<file path="src/rtl/tt_pkg.sv">
package tt_pkg;
  localparam int ADDR_W = 3;

  localparam logic [ADDR_W-1:0] A_CTRL  = 3'd0;
  localparam logic [ADDR_W-1:0] A_STAT  = 3'd1;
  localparam logic [ADDR_W-1:0] A_EVT   = 3'd2;
  localparam logic [ADDR_W-1:0] A_COUNT = 3'd3;
  localparam logic [ADDR_W-1:0] A_PRESC = 3'd4;
  localparam logic [ADDR_W-1:0] A_PER   = 3'd5;

  typedef struct packed {
    logic irq_en;
    logic src_cnt_only;
    logic upd_block;
    logic run;
  } ctrl_t;

  localparam int CTRL_W = $bits(ctrl_t);
endpackage

</file>
<file path="src/rtl/tt_prescaler.sv">
module tt_prescaler #(
  parameter int W = 16
) (
  input  logic         clk,
  input  logic         rst_n,
  input  logic         run_ok,
  input  logic         clear,
  input  logic         load,
  input  logic [W-1:0] load_val,
  output logic         tick,
  output logic [W-1:0] active
);
  logic [W-1:0] div_cnt;

  assign tick = run_ok && !clear && (div_cnt == active);

  always_ff @(posedge clk) begin
    if (!rst_n) begin
      active  <= '0;
      div_cnt <= '0;
    end else begin
      if (load) active <= load_val;
      if (clear) div_cnt <= '0;
      else if (run_ok) div_cnt <= (div_cnt == active) ? '0 : div_cnt + 1'b1;
    end
  end
endmodule

</file>
<file path="src/rtl/tt_counter.sv">
module tt_counter #(
  parameter int W = 16
) (
  input  logic         clk,
  input  logic         rst_n,
  input  logic         tick,
  input  logic         clear,
  input  logic         wr_en,
  input  logic [W-1:0] wr_val,
  input  logic [W-1:0] period,
  output logic [W-1:0] cnt,
  output logic         wrap
);
  assign wrap = tick && (cnt >= period);

  always_ff @(posedge clk) begin
    if (!rst_n)      cnt <= '0;
    else if (wr_en)  cnt <= wr_val;
    else if (clear)  cnt <= '0;
    else if (wrap)   cnt <= '0;
    else if (tick)   cnt <= cnt + 1'b1;
  end
endmodule

</file>
<file path="src/rtl/tt_regs.sv">
module tt_regs
  import tt_pkg::*;
#(
  parameter int W = 16
) (
  input  logic              clk,
  input  logic              rst_n,
  input  logic              req_valid,
  input  logic              req_write,
  input  logic [ADDR_W-1:0] req_addr,
  input  logic [W-1:0]      req_wdata,
  input  logic              flag_set,
  input  logic [W-1:0]      cnt,
  output ctrl_t             ctrl,
  output logic [W-1:0]      presc_buf,
  output logic [W-1:0]      period,
  output logic              flag,
  output logic              cnt_wr,
  output logic              sw_evt,
  output logic [W-1:0]      rdata
);
  logic wr;
  logic flag_clr;

  assign wr       = req_valid && req_write;
  assign cnt_wr   = wr && (req_addr == A_COUNT);
  assign sw_evt   = wr && (req_addr == A_EVT) && req_wdata[0];
  assign flag_clr = wr && (req_addr == A_STAT) && !req_wdata[0];

  always_ff @(posedge clk) begin
    if (!rst_n) begin
      ctrl      <= '0;
      presc_buf <= '0;
      period    <= '0;
      flag      <= 1'b0;
    end else begin
      if (wr && req_addr == A_CTRL)  ctrl      <= ctrl_t'(req_wdata[CTRL_W-1:0]);
      if (wr && req_addr == A_PRESC) presc_buf <= req_wdata;
      if (wr && req_addr == A_PER)   period    <= req_wdata;
      if (flag_set)      flag <= 1'b1;
      else if (flag_clr) flag <= 1'b0;
    end
  end

  always_comb begin
    rdata = '0;
    unique case (req_addr)
      A_CTRL:  rdata[CTRL_W-1:0] = ctrl;
      A_STAT:  rdata[0]          = flag;
      A_COUNT: rdata             = cnt;
      A_PRESC: rdata             = presc_buf;
      A_PER:   rdata             = period;
      default: rdata             = '0;
    endcase
  end
endmodule

</file>
<file path="src/rtl/tick_timer.sv">
module tick_timer
  import tt_pkg::*;
#(
  parameter int W = 16
) (
  input  logic              clk,
  input  logic              rst_n,
  input  logic              reg_valid,
  input  logic              reg_write,
  input  logic [ADDR_W-1:0] reg_addr,
  input  logic [W-1:0]      reg_wdata,
  output logic [W-1:0]      reg_rdata,
  input  logic              trig_in,
  output logic              upd_pulse,
  output logic              ovf_irq
);
  ctrl_t        ctrl_q;
  logic [W-1:0] presc_buf, period_q, cnt_q, presc_act;
  logic         flag_q, cnt_wr, sw_evt;
  logic         run_ok, tick, wrap, forced_eff, upd_evt, flag_set;
  logic         upd_en, src_only, irq_en;

  assign upd_en     = !ctrl_q.upd_block;
  assign src_only   = ctrl_q.src_cnt_only;
  assign irq_en     = ctrl_q.irq_en;
  assign run_ok     = ctrl_q.run && (period_q != '0);
  assign forced_eff = upd_en && (sw_evt || trig_in);
  assign upd_evt    = (upd_en && wrap) || forced_eff;
  assign flag_set   = (upd_en && wrap) || (forced_eff && !src_only);

  tt_regs #(.W(W)) regs_i (
    .clk(clk), .rst_n(rst_n),
    .req_valid(reg_valid), .req_write(reg_write), .req_addr(reg_addr),
    .req_wdata(reg_wdata), .flag_set(flag_set), .cnt(cnt_q),
    .ctrl(ctrl_q), .presc_buf(presc_buf), .period(period_q), .flag(flag_q),
    .cnt_wr(cnt_wr), .sw_evt(sw_evt), .rdata(reg_rdata)
  );

  tt_prescaler #(.W(W)) presc_i (
    .clk(clk), .rst_n(rst_n), .run_ok(run_ok),
    .clear(forced_eff || cnt_wr), .load(upd_evt), .load_val(presc_buf),
    .tick(tick), .active(presc_act)
  );

  tt_counter #(.W(W)) cnt_i (
    .clk(clk), .rst_n(rst_n), .tick(tick), .clear(forced_eff),
    .wr_en(cnt_wr), .wr_val(reg_wdata), .period(period_q),
    .cnt(cnt_q), .wrap(wrap)
  );

  always_ff @(posedge clk) begin
    if (!rst_n) upd_pulse <= 1'b0;
    else        upd_pulse <= upd_evt;
  end

  assign ovf_irq = flag_q && irq_en;
endmodule

</file>
<file path="config.mk">
export PLATFORM = sky130hd
export DESIGN_NAME = tick_timer
export DESIGN_NICKNAME = d
export VERILOG_FILES = /design/src/rtl/tt_pkg.sv /design/src/rtl/tt_prescaler.sv /design/src/rtl/tt_counter.sv /design/src/rtl/tt_regs.sv /design/src/rtl/tick_timer.sv
export SDC_FILE = /design/constraint.sdc
export NUM_CORES = 1
export LEC_CHECK = 0
export ABC_AREA = 1
export BUFFER_PORTS_ARGS = -buffer_cell sky130_fd_sc_hd__buf_4
export CORE_MARGIN = 2
export CORE_UTILIZATION = 50
export DETAILED_ROUTE_END_ITERATION = 7
export GPL_TIMING_DRIVEN = 0
export PLACE_DENSITY = 0.82
export SYNTH_ARGS = -nofsm -noshare
export SYNTH_HDL_FRONTEND = slang
export SYNTH_HIERARCHICAL = 1
export SYNTH_SLANG_ARGS = --single-unit
</file>
<file path="constraint.sdc">
create_clock -name clk -period 2.5 [get_ports clk]
set_input_delay 0 -clock clk [delete_from_list [all_inputs] [get_ports clk]]
set_output_delay 0 -clock clk [all_outputs]
set_load 0.02 [all_outputs]
</file>
==> results.json <==
{
  "drc_errors": 0,
  "synth_seq_cells": 86,
  "required_ns": 2.74,
  "fill_cells": 904,
  "cp-startpoint": "cnt_i/cnt[7]$_SDFFE_PN0P_",
  "synthTopCellsByCount": "217 x nand2_1, 125 x inv_1, 111 x nor2_1",
  "endpoint_kind": "register",
  "drive_above_1_share_pct": 16.34,
  "finalWorstSetupSlack_ns": 0.1534,
  "fp.dieH_um": 106.4,
  "vias_per_cell": 5.215,
  "start_kind": "register",
  "slew-limit-headroom_pct": 66.18,
  "fin_cells": 1042,
  "die_width_um": 106.4,
  "critical_path_depth": 15,
  "post_drt_wl_per_cell_um": 13.72,
  "grt-ovfl-total": 0,
  "finalClockSkew_ns": 0.01321,
  "yosys.cell_types.count": 43,
  "status": "complete, no violations",
  "clock.fmax_mhz": 426.1,
  "initial_core_util_pct": 51.23,
  "dp.cells": 999,
  "ys_seq_area_share_pct": 32.85,
  "cts-root-to-sink-buffers": 2,
  "stdcell_area_mm2": 0.006265,
  "p_leak_nw": 2.779,
  "first_global_vias": 5060,
  "ir_worst_vdd_mv": 0.3602,
  "clock_sinks": 86,
  "swShare_pct": 28.96,
  "cts.htree.levels": 3,
  "grt_pass1_wl_um": 23450,
  "synth_top_area_cell": "dfxtp_1",
  "cts_buffers": 9,
  "ys_async_sr_fraction_pct": 0,
  "timing.hold.ws_ns": 0.06567,
  "synth_area_leaders": "dfxtp_1 33%, nand2_1 16%, inv_1 9.0%, nor2_1 7.9%, a21oi_1 5.4%",
  "grt_max_degree": 18,
  "hold_path_class": "input port to register",
  "reg2reg_from": "cnt_i/cnt[7]$_SDFFE_PN0P_",
  "cp_slowest_cell": "dfxtp_1",
  "ant_nets": 0,
  "globalplace.congestion": 0.9573,
  "p_clk_share_pct": 35.7,
  "critPathMaxFanout": 12,
  "drtPass1Iterations": 6,
  "maxCapViolations": 0,
  "worstSetupEndpoint": "presc_i/active[0]$_SDFFE_PN0P_",
  "synth_warnings": 6,
  "arrival_ns": 2.59,
  "place_hpwl_um": 10550,
  "slew_violations": 0,
  "worstRegToRegCells": 15,
  "finalCritPeriodShare_pct": 93.86,
  "core_mm2": 0.01023,
  "crit_chain": "ha_1, nand2_1, inv_1, nor2_1, o21a_1, nand2_1, nand2_1, nand2_1, nand2_8, inv_2, nand2_1, nand2_2, inv_4, clkbuf_2, a21oi_1",
  "pwr-share-seq_pct": 48.3,
  "placed_area_mm2": 0.005733,
  "io_pins": 42,
  "syn_to_final_growth_pct": 19.53,
  "synth-edff-count": 0,
  "path_buf_inv": 4,
  "cts_tree": "built",
  "numPortBuffers": 41,
  "r2r-end": "presc_i/active[0]$_SDFFE_PN0P_",
  "antenna_cells": 0,
  "synth_area_per_cell_um2": 6.376,
  "yosys.area.top_type_share_pct": 32.85,
  "via_count": 5434,
  "ff2ff_setup_slack_ns": 0.15,
  "p_int_mw": 2.172,
  "powerDensity_mw_per_mm2": 488.0,
  "syn_area_mm2": 0.005241,
  "crit_top_cell": "nand2_1",
  "antenna_found_initial": 0,
  "p_switching_mw": 0.8854,
  "cts.clk_slew.worst_paths_ns": 0.09,
  "drt_iter0_drc": 608,
  "worstMarginPinSlew_ns": 0.5072,
  "clk_latency_ns": 0.37,
  "pwr-share-comb_pct": 15.9,
  "crit_family": "simple AND/OR/NAND/NOR gates",
  "synth_cells": 822,
  "dp_worst_setup_slack_ns": -0.8406,
  "worstSetupPathType": "register to register",
  "cpPeakStageDelay_ns": 0.47,
  "period_minus_slack_ns": 2.347,
  "grt_usage_pct": 25.98,
  "row_count": 37,
  "layout.nets": 944,
  "synth.most_common_cell": "nand2_1",
  "synth_nets": 864,
  "fp.dieArea_mm2": 0.01132,
  "hold_violations": 0,
  "worstHoldPathCells": 3,
  "setup_viol_count_final": 0,
  "cts_root_buf": "clkbuf_8",
  "synth_ff_type": "dfxtp_1",
  "drt-total-wl_um": 14300
}
## worst register-to-register path, stage by stage, from the launching register on
cell and delay (ns):
dfxtp_1 0.47, ha_1 0.29, nand2_1 0.06, inv_1 0.04, nor2_1 0.10, o21a_1 0.13
nand2_1 0.08, nand2_1 0.07, nand2_1 0.12, nand2_8 0.14, inv_2 0.06, nand2_1 0.11
nand2_2 0.10, inv_4 0.11, clkbuf_2 0.25, a21oi_1 0.10
## layout by cell type, fill, tap and decap left out, types with 2 or more instances in the layout
cell             n
o21ai_2          2
o211ai_1        12
nand2_4          2
dfxtp_4          2
buf_4           56
buf_6            2
ha_1            18
o21ai_0         53
dfxtp_2         10
nand3_4          2
nor3_1          19
o21bai_1         2
a21oi_1         56
o21a_1           2
nor2_1         109
nor2_2          13
nand2_2          6
clkbuf_2         2
xnor2_1          5
clkbuf_1         8
nand3_2          2
clkbuf_8        10
clkinv_4         2
nor2_8           2
nor2_4           8
inv_2           11
dlygate4sd3_1   17
bufinv_16        2
buf_2            7
xor2_1           9
inv_1          124
nand4_1          9
nand3_1         11
dfxtp_1         74
nand2_1        216
o21ai_1          5
## worst min-delay path by stage
stage,startpoint,endpoint
floorplan,reg_wdata[1],regs_i/ctrl[1]$_SDFFE_PN0P_
global placement,reg_wdata[7],regs_i/period[7]$_SDFFE_PN0P_
detailed placement,reg_wdata[8],regs_i/period[8]$_SDFFE_PN0P_
CTS,reg_addr[1],regs_i/ctrl[0]$_SDFFE_PN0P_
global route,trig_in,upd_pulse$_SDFF_PN0_
finish,trig_in,upd_pulse$_SDFF_PN0_
## metrics by stage
| stage | total power [mW] | util, % | TNS [ns] |
|---|---|---|---|
| 4_1_cts | 3.057 | 60.49 | 0 |
| 2_1_floorplan | 1.795 | - | 0 |
| 3_5_place_dp | 1.948 | 56.04 | -12.14 |
| 6_report | 3.057 | 61.23 | 0 |
| 5_1_grt | 3.191 | 61.23 | -0.01245 |
| 3_3_place_gp | 1.940 | 56.04 | -11.94 |
## registers in the layout (all words and copies together), names as in the netlist
name,cells
presc_i/div_cnt,16
upd_pulse,1
regs_i/ctrl,4
regs_i/flag,1
cnt_i/cnt,16
regs_i/presc_buf,16
presc_i/active,16
regs_i/period,16
## power by group through the flow
stage	registers [mW]	clock network [mW]	logic (mW)
2_1_floorplan	1.49	0	0.302
6_report	1.48	1.09	0.487
3_5_place_dp	1.51	0	0.439
3_3_place_gp	1.51	0	0.432
5_1_grt	1.49	1.16	0.544
4_1_cts	1.48	1.10	0.475
## logic make-up after synthesis
group           synth area share [%]
compound gates                 14.25
xor+xnor                       2.340
flops                          32.85
simple gates                   34.14
fa+ha+maj                      4.297
buf+inv                        12.13
## area by class of cell
type                       count  area, um2  area share [%]
sequential                    86       1742           27.80
timing repair buffer          71      575.6           9.187
inverter                     136      513.0           8.189
buffer                        22      126.4           2.017
tap                          136      170.2           2.716
multi-input combinational    576       2925           46.69
clock buffer                  10      127.6           2.037
clock inverter                 5      85.08           1.358
## metal layers
metal	track usage (%)	vias up	wire [um]
met3	4.844	37	947
met2	43.36	223	6656
met4	10.43	0	403
met1	33.04	2449	6293
met5	0	-	0
li1	-	2725	-
## what timing repair did
action | CTS | global route
buffers inserted | 4 | 9
hold buffers | 17 | 0
pin swaps | 3 | 5
endpoints found under the setup margin | 18 | 23
resized for setup | 21 | 8
endpoints found under the hold margin | 49 | 0
Power figures use the tool's default switching activity.
